### src/rtl/host_bus_handoff_pkg.sv
// Package: shared types for the host bus handoff controller.
// Assumes: nothing beyond IEEE 1800-2017 enum support.
package host_bus_handoff_pkg;

    // Ownership phase of the external bus as seen by this processor.
    typedef enum logic [1:0] {
        PH_OWN  = 2'd0,   // this processor masters the bus
        PH_GAP  = 2'd1,   // drivers off, grant pin undriven
        PH_HOST = 2'd2    // host owns the bus, grant driven low
    } own_phase_t;

endpackage

### src/rtl/hbh_sync.sv
// Module: multi-stage flip-flop synchronizer for a bundle of asynchronous bits.
// Assumes: each bit is independent; no bundle coherence is required.
module hbh_sync #(
    parameter int WIDTH  = 1,
    parameter int STAGES = 2
) (
    input  logic             clk,
    input  logic             rst_n,
    input  logic [WIDTH-1:0] din,
    output logic [WIDTH-1:0] dout
);
    logic [WIDTH-1:0] chain [STAGES];

    // Shift the raw inputs through STAGES flops, cleared by reset.
    always_ff @(posedge clk) begin
        if (!rst_n) begin
            for (int i = 0; i < STAGES; i++) chain[i] <= '0;
        end else begin
            chain[0] <= din;
            for (int i = 1; i < STAGES; i++) chain[i] <= chain[i-1];
        end
    end

    assign dout = chain[STAGES-1];
endmodule

### src/rtl/hbh_phase_fsm.sv
// Module: sequences bus release, the one-cycle undriven grant gap, the host
// grant hold, and the return to ownership.
// Assumes: req_s is already synchronous to clk.
module hbh_phase_fsm
    import host_bus_handoff_pkg::*;
(
    input  logic clk,
    input  logic rst_n,
    input  logic req_s,
    output logic bus_oe,
    output logic gnt_oe,
    output logic gnt_val,
    output logic owning
);
    own_phase_t phase, phase_nx;

    // Next-phase selection from the synchronized host request.
    always_comb begin
        phase_nx = phase;
        unique case (phase)
            PH_OWN:  if (req_s) phase_nx = PH_GAP;
            PH_GAP:  phase_nx = req_s ? PH_HOST : PH_OWN;
            PH_HOST: if (!req_s) phase_nx = PH_OWN;
            default: phase_nx = PH_OWN;
        endcase
    end

    // Phase register, reset to ownership.
    always_ff @(posedge clk) begin
        if (!rst_n) phase <= PH_OWN;
        else        phase <= phase_nx;
    end

    // Pin controls decoded from the phase register.
    always_comb begin
        bus_oe  = (phase == PH_OWN);
        gnt_oe  = (phase != PH_GAP);
        gnt_val = (phase != PH_HOST);
        owning  = (phase == PH_OWN);
    end

    // the undriven gap never lasts beyond one cycle.
    assert_gap_one_cycle_R4: assert property (@(posedge clk) disable iff (!rst_n)
        !gnt_oe |=> gnt_oe);
    // drivers drop while the grant pin is in its gap.
    assert_release_before_grant_R3: assert property (@(posedge clk) disable iff (!rst_n)
        $fell(bus_oe) |-> !gnt_oe);
    // never drive the bus while the grant is low.
    assert_no_overlap_R8: assert property (@(posedge clk) disable iff (!rst_n)
        !(bus_oe && gnt_oe && !gnt_val));
    // a held request keeps the grant asserted.
    assert_grant_held_R5: assert property (@(posedge clk) disable iff (!rst_n)
        (gnt_oe && !gnt_val && req_s) |=> (gnt_oe && !gnt_val && !bus_oe));
endmodule

### src/rtl/hbh_host_port.sv
// Module: host ready generation and peer handoff gating with host priority.
// Assumes: all inputs are synchronized; owning comes from the phase FSM.
module hbh_host_port #(
    parameter int NUM_PEERS = 6
) (
    input  logic                 clk,
    input  logic                 rst_n,
    input  logic                 req_s,
    input  logic                 cs_s,
    input  logic [NUM_PEERS-1:0] peer_s,
    input  logic                 owning,
    output logic                 rdy,
    output logic                 yield
);
    // Wait-state insertion for asynchronous host accesses.
    always_comb rdy = !(cs_s && req_s);

    // Peer handoff only when owning and no host request is pending.
    always_comb yield = owning && !req_s && (|peer_s);

    // host request blocks any peer handoff.
    assert_host_priority_R9: assert property (@(posedge clk) disable iff (!rst_n)
        req_s |-> !yield);
    // no peer handoff while the bus is not ours.
    assert_peer_blocked_R11: assert property (@(posedge clk) disable iff (!rst_n)
        !owning |-> !yield);
endmodule

### src/rtl/host_bus_handoff.sv
// Module: top of the host bus ownership handoff controller.
// Assumes: inputs may be asynchronous; outputs drive pad enables directly.
module host_bus_handoff #(
    parameter int NUM_PEERS   = 6,
    parameter int SYNC_STAGES = 2
) (
    input  logic                 clk,
    input  logic                 rst_n,
    input  logic                 host_req,
    input  logic                 host_cs,
    input  logic [NUM_PEERS-1:0] peer_req,
    output logic                 bus_oe,
    output logic                 hgnt_oe,
    output logic                 hgnt_val,
    output logic                 host_rdy,
    output logic                 peer_yield
);
    localparam int SW = NUM_PEERS + 2;

    logic [SW-1:0]        raw_in, sync_out;
    logic                 req_s, cs_s, owning;
    logic [NUM_PEERS-1:0] peer_s;

    assign raw_in = {peer_req, host_cs, host_req};
    assign req_s  = sync_out[0];
    assign cs_s   = sync_out[1];
    assign peer_s = sync_out[SW-1:2];

    hbh_sync #(.WIDTH(SW), .STAGES(SYNC_STAGES)) u_sync (
        .clk(clk), .rst_n(rst_n), .din(raw_in), .dout(sync_out)
    );

    hbh_phase_fsm u_fsm (
        .clk(clk), .rst_n(rst_n), .req_s(req_s),
        .bus_oe(bus_oe), .gnt_oe(hgnt_oe), .gnt_val(hgnt_val), .owning(owning)
    );

    hbh_host_port #(.NUM_PEERS(NUM_PEERS)) u_port (
        .clk(clk), .rst_n(rst_n), .req_s(req_s), .cs_s(cs_s), .peer_s(peer_s),
        .owning(owning), .rdy(host_rdy), .yield(peer_yield)
    );

    // release of the grant restores the drivers in the same cycle.
    assert_return_together_R6: assert property (@(posedge clk) disable iff (!rst_n)
        $rose(hgnt_val) |-> bus_oe);
endmodule

### config.mk
export PLATFORM = sky130hd
export DESIGN_NAME = host_bus_handoff
export DESIGN_NICKNAME = d
export VERILOG_FILES = /design/src/rtl/host_bus_handoff_pkg.sv /design/src/rtl/hbh_sync.sv /design/src/rtl/hbh_phase_fsm.sv /design/src/rtl/hbh_host_port.sv /design/src/rtl/host_bus_handoff.sv
export SDC_FILE = /design/constraint.sdc
export NUM_CORES = 1
export LEC_CHECK = 0
export BUFFER_PORTS_ARGS = -buffer_cell sky130_fd_sc_hd__buf_2
export CAP_MARGIN = 15
export CORE_AREA = 10 10 47 49
export DETAILED_ROUTE_END_ITERATION = 8
export DIE_AREA = 0 0 57 59
export PLACE_DENSITY = 0.7
export SYNTH_ARGS = -nofsm -noshare
export SYNTH_HDL_FRONTEND = slang
export SYNTH_SLANG_ARGS = --single-unit
### constraint.sdc
create_clock -name clk -period 1.2 [get_ports clk]
set_clock_uncertainty 0.2 [all_clocks]
set_input_delay 0.18 -clock clk [delete_from_list [all_inputs] [get_ports clk]]
set_output_delay 0.18 -clock clk [all_outputs]
set_load 0.005 [all_outputs]
==> results.toml, run 1 <==
[status]
outcome = "complete, but fails checks"
violations_in_the_final_reports = "negative setup slack"

[setup_path]
worst_setup_path_endpoint = "peer_yield"
reg2reg_depth = 4
crit_path_start = "u_sync.chain[0][14]"
r2r-start = "u_fsm.phase[0]"
largest_fanout_of_any_net_on_the_critical_path = 1
cp_data_arrival_time_ns = 1.15
endpoint_kind = "output pin"
reg2reg_to = "u_fsm.phase[1]"
timing.reg2reg.setup_slack_ns = 0.10
timing.setup.critical_path_class = "flop to output pin"
critPathRequiredTime_ns = 0.82
crit_path_start_kind = "flop"

[sta]
period_share_pct = 128
tightestPinTransition_ns = 0.267
hold_violations = 0
rsz0062_at_grt = "true"
finalWorstPathRequiredPeriod_ns = 1.53
fmax_mhz = 652
slew_headroom_pct = 82.2
drv_slew = 0
total_of_endpoints_with_negative_setup_slack_in_the_final_report = 4
postLayoutSetupSlackWorst_ns = -0.333
finalHoldWorstSlack_ns = 0.0559

[layout]
final_net_count = 85
regArea_um2 = 370
layoutNonFillerInstCount = 90
area_growth_pct = 54.9
filler_cell_count = 126
multiInputGateArea_um2 = 189
drive_gt1_share_pct = 45.9
n_antenna_cell = 0

[yosys]
seq_area_frac_synth_pct = 68.4
syn-instance-count = 45
synth.distinct_cells = 10
synth-warning-count = 0
netlist_area_um2 = 527
syn_nets = 55
synth.avg_cell_area_um2 = 11.7
ys_seq_elements = 18

[grt]
wire_length_of_the_first_global_routing_pass_um = 1550
grt.total_usage_pct = 5.88
grt-ovfl-total = 0
grt_pass1_vias = 374
grt_start_max_net_pins = 18
number_of_antenna_violations_at_the_first_check_in_global_routing = 0

[die]
dieWidth_um = 57
rows = 14
die-area_um2 = 3360
initial_core_util_pct = 37.6
ios = 15
core_um2 = 1400
die_h_um = 59

[job]
drv_cap = 0

[hold_path]
min-delay-start = "rst_n"
worst_hold_path_type = "primary input to flop"

[power_and_ir_drop]
max_rail_drop_vdd_v = 0.000790
pwr_density_cell_nw_per_um2 = 1310
power.static_leakage_nw = 0.349

[clocking]
worst_skew_pair.late_latency_ns = 0.28
clkSinkCount = 18
clock_root_buffer = "clkbuf_4"
cts_tree = "yes"
tritoncts_buffers = 3
cts-htree-levels = 1
clk_transition_reported_paths_ns = 0.09
clock_tree.buffer_depth = 2

[place]
pre_cts_ws_ns = -0.0706
placed_cells = 76
gpl.final_weighted_congestion = 0.674
port-buffer-count = 14

[drt]
first_pass_iters = 2
drt_wl_total_um = 925
route.vias.total = 371
antenna_left = 0
drt-vias-per-instance = 4.12
drt_drc_violations_left = 0
detailedRoute.firstIterationViolations = 2
routed_wire_length_per_instance_um = 10.3
metrics by stage:
step	instance area (µm²)	total power, W	setup TNS [ns]	util, %
6_report	816	0.00107	-0.802	58.2
5_1_grt	816	0.00112	-1.08	58.2
2_1_floorplan	527	0.000675	0	-
4_1_cts	781	0.00107	-0.864	55.7
3_3_place_gp	624	0.000699	-0.0321	44.6
3_5_place_dp	624	0.000701	-0.0706	44.6
worst min path at each step:
stage	cells past startpoint	slack [ns]	to
6_report	3	0.06	u_fsm.phase[0]
5_1_grt	2	0.07	u_sync.chain[0][13]
4_1_cts	2	0.05	u_sync.chain[0][13]
3_3_place_gp	2	0.18	u_sync.chain[0][0]
2_1_floorplan	1	0.10	u_sync.chain[0][0]
3_5_place_dp	2	0.18	u_sync.chain[0][0]
synthesized netlist by cell type, drive strengths merged:
master	n	area [µm²]
buf	1	7.51
nand2	2	7.51
nor4	1	6.26
nor3	1	5.00
nor2	2	7.51
a21oi	1	5.00
and2	16	100
nand2b	2	12.5
dfxtp	18	360
a2111oi	1	15.0
per-layer routing:
layer / up-vias / track usage (%) / wire length, µm
li1: 199 / - / -
met1: 160 / 5.23 / 396
met2: 12 / 10.4 / 454
met3: 0 / 2.79 / 74
met4: 0 / 4.03 / 0
met5: - / 0 / 0
report_power, final:
group          switching (W)  total [W]  leakage [nW]  internal, W
clock network       0.000162   0.000347        0.0210     0.000184
logic              0.0000260  0.0000855         0.176    0.0000595
registers         0.00000965   0.000634         0.152     0.000625
state kept, by name, indices dropped and copies added, names as in the netlist:
name	count
u_sync.chain	16
u_fsm.phase	2
area by class of cell:
cell class	count	area share [%]
Clock buffer	4	4.45
Multi-Input combinational cell	26	23.2
Sequential cell	18	45.4
Tap cell	16	2.45
Timing Repair Buffer	26	24.5
layout by cell type (no fill, tap or decap), drive strengths merged:
cell type | synthesis | routed
clkbuf | 0 | 4
a21oi | 1 | 1
nand2b | 2 | 2
nand2 | 2 | 2
buf | 1 | 18
nor4 | 1 | 1
a2111oi | 1 | 1
nor2 | 2 | 2
and2 | 16 | 16
nor3 | 1 | 1
dfxtp | 18 | 18
dlygate4sd3 | 0 | 8
repair_timing:
item | in CTS | in global routing
pin swaps | 2 | 1
endpoints found under the hold margin | 8 | 0
setup endpoints to repair | 5 | 5
resized for setup | 11 | 6
hold buffers | 8 | 0
setup buffers | 0 | 3
critical path, stage by stage (launching register included):
cell       delay [ns]
dfxtp_1          0.32
nor2_1           0.05
a2111oi_2        0.35
buf_2            0.17
cell families after synthesis:
group / Yosys count / share of synthesized area [%]
DFF: 18 / 68.4
AOI/OAI and AO/OA: 2 / 3.80
buffers and inverters: 1 / 1.43
and+or+nand+nor: 24 / 26.4
No activity file was read; power rests on OpenSTA's default activity.
==> inputs of run 2 (changes only) <==
--- a/config.mk
+++ b/config.mk
@@ -10,7 +10,8 @@
 export CORE_AREA = 10 10 47 49
 export DETAILED_ROUTE_END_ITERATION = 8
 export DIE_AREA = 0 0 57 59
-export PLACE_DENSITY = 0.7
+export PLACE_DENSITY = 0.78
 export SYNTH_ARGS = -nofsm -noshare
 export SYNTH_HDL_FRONTEND = slang
+export SYNTH_HIERARCHICAL = 1
 export SYNTH_SLANG_ARGS = --single-unit
==> results.toml, run 2 <==
[status]
outcome = "complete, but fails checks"
violations_in_the_final_reports = "negative setup slack"

[die]
ios = 15
rows = 14
die-area_um2 = 3360
initial_core_util_pct = 43.9
dieWidth_um = 57
die_h_um = 59
core_um2 = 1400

[sta]
finalWorstPathRequiredPeriod_ns = 1.44
drv_slew = 0
period_share_pct = 120
slew_headroom_pct = 87.8
fmax_mhz = 694
tightestPinTransition_ns = 0.181
hold_violations = 0
total_of_endpoints_with_negative_setup_slack_in_the_final_report = 4
rsz0062_at_grt = "true"
postLayoutSetupSlackWorst_ns = -0.241

[power_and_ir_drop]
power.static_leakage_nw = 0.346
pwr_density_cell_nw_per_um2 = 1330
max_rail_drop_vdd_v = 0.000804

[yosys]
netlist.top_cell.by_area = "dfxtp_1"
netlist_area_um2 = 616
asyncSetResetFlopFracSynth_pct = 0
post_synth_xor_area_fraction_pct = 0
synth.distinct_cells = 11
syn-instance-count = 55
seq_area_frac_synth_pct = 58.5
ys_seq_elements = 18
synth_top_flop_cell = "dfxtp_1"
synthMostInstantiatedCell = "dfxtp_1"
muxShareOfSynthArea_pct = 0
synth.avg_cell_area_um2 = 11.2
adder_and_majority_cell_fraction_of_the_synthesized_area_pct = 0
synthSimpleGateAreaFrac_pct = 27.0
number_of_enable_flip_flop_cells_after_synthesis = 0
yosysTopAreaCellShare_pct = 58.5
share_of_the_synthesized_area_in_compound_gates_ao_oa_aoi_oai_pct = 1.63
syn_nets = 65
synth.area.top_cells = "dfxtp_1, and2_2, buf_4"
main_combinational_cell_family_by_area_after_synthesis = "simple AND/OR/NAND/NOR gates"
synth-warning-count = 6
synth.top_cells.by_count = "dfxtp_1, and2_2, buf_4, and2_1, nand2b_1"

[layout]
drive_gt1_share_pct = 52.1
layout_top_registers = "u_sync/chain: 16 flops, u_fsm/phase: 2 flops"
layout.core_utilization_pct = 57.0
area_growth_pct = 29.7
largest_register_by_flop_count = "u_sync/chain"
final_net_count = 84
layout_common_cells = "dfxtp_1, buf_2, and2_2"
final_common_cell = "dfxtp_1"
n_antenna_cell = 0
filler_cell_count = 117
flip_flop_count_of_the_largest_register_all_copies_and_words_added = 16

[clocking]
clkSinkCount = 18
cts_tree = "yes"
clock_tree.buffer_depth = 2
tritoncts_buffers = 3
worst_skew_pair.late_latency_ns = 0.28
cts-htree-levels = 1
clock_root_buffer = "clkbuf_4"
clk_transition_reported_paths_ns = 0.10

[hold_path]
min-delay-start = "rst_n"
worst_hold_path_type = "primary input to flop"

[drt]
drt_wl_total_um = 820
detailedRoute.firstIterationViolations = 1
drt-vias-per-instance = 3.96
routed_wire_length_per_instance_um = 9.21
drt_drc_violations_left = 0
route.vias.total = 352
first_pass_iters = 2
antenna_left = 0

[place]
gpl.final_weighted_congestion = 0.606
port-buffer-count = 14
pre_cts_ws_ns = 0.0651

[job]
drv_cap = 0

[grt]
grt_start_max_net_pins = 18
grt.total_usage_pct = 5.43
number_of_antenna_violations_at_the_first_check_in_global_routing = 0
wire_length_of_the_first_global_routing_pass_um = 1410
grt-ovfl-total = 0
grt_pass1_vias = 345

[setup_path]
r2r-start = "u_fsm/phase[1]"
crit_path_start_kind = "flop"
cp_data_arrival_time_ns = 1.06
crit_path_start = "u_sync/chain[0][11]"
timing.reg2reg.setup_slack_ns = 0.23
endpoint_kind = "output pin"
largest_fanout_of_any_net_on_the_critical_path = 1
timing.setup.critical_path_class = "flop to output pin"
critPathRequiredTime_ns = 0.82
## run 2: changes by cell type after synthesis, sizes merged
cell     before  now
buf           1   10
a21oi         1    2
nand2b        2    3
a2111oi       1    0
## run 2: critical path: stages (launching register included)
cell and delay (ns):
dfxtp_1 0.32, nor4_2 0.24, a21oi_1 0.09, buf_2 0.13
## run 2: path summary, 6_finish.rpt
kind                                           end  cells after the start
worst max-delay path                    peer_yield                      3
worst min-delay path                u_fsm/phase[1]                      3
worst max register to register      u_fsm/phase[1]                      3
worst min register to register  u_sync/chain[0][9]                      1
## run 2: logic make-up (layout without fill, tap and decap cells)
group | count (synthesis) | count (layout)
DFF | 18 | 18
and+or+nand+nor | 25 | 25
buffers and inverters | 10 | 28
AOI/OAI and AO/OA | 2 | 2
## run 2: power breakdown
part | internal [W] | leakage, nW | total (W) | switching (W)
clock network | 0.000185 | 0.0210 | 0.000355 | 0.000170
registers | 0.000623 | 0.150 | 0.000630 | 0.00000710
logic | 0.0000573 | 0.176 | 0.0000809 | 0.0000236
total | 0.000865 | 0.346 | 0.00107 | 0.000201
## run 2: area by class of cell
cell class | instances | area [µm²] | area share (%)
Timing Repair Buffer | 24 | 185 | 23.2
Multi-Input combinational cell | 27 | 194 | 24.3
Tap cell | 16 | 20.0 | 2.51
Clock buffer | 4 | 36.3 | 4.55
Sequential cell | 18 | 363 | 45.5
## run 2: what timing repair did
action,in CTS,in global routing
hold endpoints to repair,8,0
endpoints found under the setup margin,4,5
gates resized for setup,9,0
setup buffers,2,0
hold buffers,8,0
pin swaps,1,0
## run 2: routing by layer
layer  track usage, %  part of all wire, %  vias up
met5                0                    0        -
met4             5.03                    0        0
met3             3.00                  8.9        0
met2             8.37                   48       11
met1             5.07                   43      143
li1                 -                    -      198
## run 2: metrics by stage
step / cell area, µm² / cells / TNS, ns / total power [W] / hold WS (ns)
2_1_floorplan: 616 / 55 / 0 / 0.000693 / 0.116
3_3_place_gp: 627 / 75 / 0 / 0.000700 / 0.200
3_5_place_dp: 627 / 75 / 0 / 0.000701 / 0.203
4_1_cts: 798 / 89 / -0.580 / 0.00107 / 0.0322
5_1_grt: 798 / 89 / -0.754 / 0.00111 / 0.0555
6_report: 798 / 89 / -0.512 / 0.00107 / 0.0340
==> inputs of run 3 (changes only) <==
==> constraint.sdc (replaced) <==
create_clock -name clk -period 1.2 [get_ports clk]
set_clock_uncertainty 0.2 [all_clocks]
set_input_delay 0.18 -clock clk [delete_from_list [all_inputs] [get_ports clk]]
set_output_delay 0.18 -clock clk [all_outputs]
set_load 0.02 [all_outputs]
==> results.toml, run 3 (synthesis results as in run 2) <==
[sta]
hold_violations = 0
rsz0062_at_grt = "true"
total_of_endpoints_with_negative_setup_slack_in_the_final_report = 4
drv_slew = 0
fmax_mhz = 658
finalWorstPathRequiredPeriod_ns = 1.52
slew_headroom_pct = 83.2
period_share_pct = 127
postLayoutSetupSlackWorst_ns = -0.319
tightestPinTransition_ns = 0.250

[layout]
area_growth_pct = 42.1
filler_cell_count = 108
final_design_area_no_fill_um2 = 875
layout_top_registers = "u_sync/chain: 16 flops, u_fsm/phase: 2 flops"
largest_register_by_flop_count = "u_sync/chain"
n_antenna_cell = 0
flip_flop_count_of_the_largest_register_all_copies_and_words_added = 16
drive_gt1_share_pct = 60.0
layout_common_cells = "dfxtp_1, and2_2, buf_2"
final_common_cell = "dfxtp_1"
layoutNonFillerInstCount = 91
final_net_count = 86

[setup_path]
critPathRequiredTime_ns = 0.82
cp_data_arrival_time_ns = 1.14
endpoint_kind = "output pin"
critical-path-max-stage-delay_ns = 0.34
largest_fanout_of_any_net_on_the_critical_path = 1
timing.setup.critical_path_class = "flop to output pin"
cell_by_cell_listing_of_the_critical_path = "nor4_4 > a21oi_4 > buf_6"
critical-path-slowest-cell = "dfxtp_2"
crit_path_start_kind = "flop"

[grt]
number_of_antenna_violations_at_the_first_check_in_global_routing = 0
wire_length_of_the_first_global_routing_pass_um = 1540
grt-ovfl-total = 0
grt.total_usage_pct = 5.84
grt_start_max_net_pins = 18
grt_pass1_vias = 385

[status]
outcome = "complete, but fails checks"
violations_in_the_final_reports = "negative setup slack"

[drt]
drt_drc_violations_left = 0
antenna_left = 0
drt-vias-per-instance = 4.02
route.vias.total = 366
routed_wire_length_per_instance_um = 10.1
first_pass_iters = 2
detailedRoute.firstIterationViolations = 1
drt_wl_total_um = 921

[die]
die-area_um2 = 3360
die_h_um = 59
dieWidth_um = 57
core_um2 = 1400
initial_core_util_pct = 43.9
ios = 15
rows = 14

[clocking]
clock_root_buffer = "clkbuf_4"
clock_tree.buffer_depth = 2
tritoncts_buffers = 3
clk_transition_reported_paths_ns = 0.09
cts-htree-levels = 1
worst_skew_pair.late_latency_ns = 0.28
cts_tree = "yes"
clkSinkCount = 18

[place]
port-buffer-count = 14
dpl-instance-area_um2 = 663
gpl.final_weighted_congestion = 0.629
pre_cts_ws_ns = -0.0394
placed_cells = 75

[hold_path]
worst_hold_path_type = "primary input to flop"

[power_and_ir_drop]
pwr_density_cell_nw_per_um2 = 1250
power.static_leakage_nw = 0.377
max_rail_drop_vdd_v = 0.000771

[job]
drv_cap = 0
-- run 3: cell types whose count changed in the layout (fill, tap and decap cells not counted), moves of 2 or more --
cell,previous run,this run
dfxtp_1,16,14
buf_2,12,9
buf_4,0,2
buf_6,4,7
dfxtp_4,0,2
-- run 3: area by class of cell --
cell class,count,area [µm²],area share [%]
sequential,18,370,42.3
multi-input combinational,27,229,26.2
timing repair buffer,26,219,25.0
clock buffer,4,36.3,4.15
tap,16,20.0,2.29
-- run 3: path summary, 6_finish.rpt --
path	startpoint	endpoint	slack (ns)	cells past startpoint
max	u_sync/chain[0][12]	peer_yield	-0.32	3
min	rst_n	u_sync/chain[0][12]	0.05	2
max reg2reg	u_fsm/phase[0]	u_fsm/phase[0]	0.14	3
min reg2reg	u_sync/chain[0][4]	u_sync/chain[0][12]	0.24	1
-- run 3: power breakdown --
part / total, W / switching (W) / leakage (nW) / internal (W)
combinational: 0.000113 / 0.0000385 / 0.205 / 0.0000746
clock: 0.000347 / 0.000163 / 0.0210 / 0.000184
sequential: 0.000630 / 0.0000102 / 0.151 / 0.000620
-- run 3: timing repair --
| action | 4_1_cts | 5_1_grt |
|---|---|---|
| buffers inserted | 1 | 3 |
| setup endpoints to repair | 5 | 5 |
| endpoints found under the hold margin | 8 | 0 |
| cloned | 0 | 0 |
| pin swaps | 2 | 1 |
| resized for setup | 16 | 4 |
| hold buffers | 8 | 0 |
-- run 3: worst max-delay path, delay by kind of cell, from the launching register on --
kind / cells / cell delay (ns)
AOI/OAI and AO/OA: 1 / 0.08
buffers and inverters: 1 / 0.13
DFF: 1 / 0.34
and+or+nand+nor: 1 / 0.31
-- run 3: routing by layer --
layer  global-route usage, %  vias up  wire length (µm)
li1                        -      201                 -
met1                    5.95      152               389
met2                    8.99       11               452
met3                    3.22        2                71
met4                    4.03        0                 7
met5                       0        -                 0
-- run 3: metrics by stage --
stage	total power [W]	hold slack (ns)	setup TNS, ns	utilization, %
after global routing	0.00114	0.0796	-0.862	62.4
after global placement	0.000723	0.199	-0.0326	47.3
final	0.00109	0.0478	-0.662	62.4
after CTS	0.00110	0.0477	-0.691	59.9
after detailed placement	0.000726	0.203	-0.0394	47.3
after floorplan	0.000718	0.116	-0.0274	-
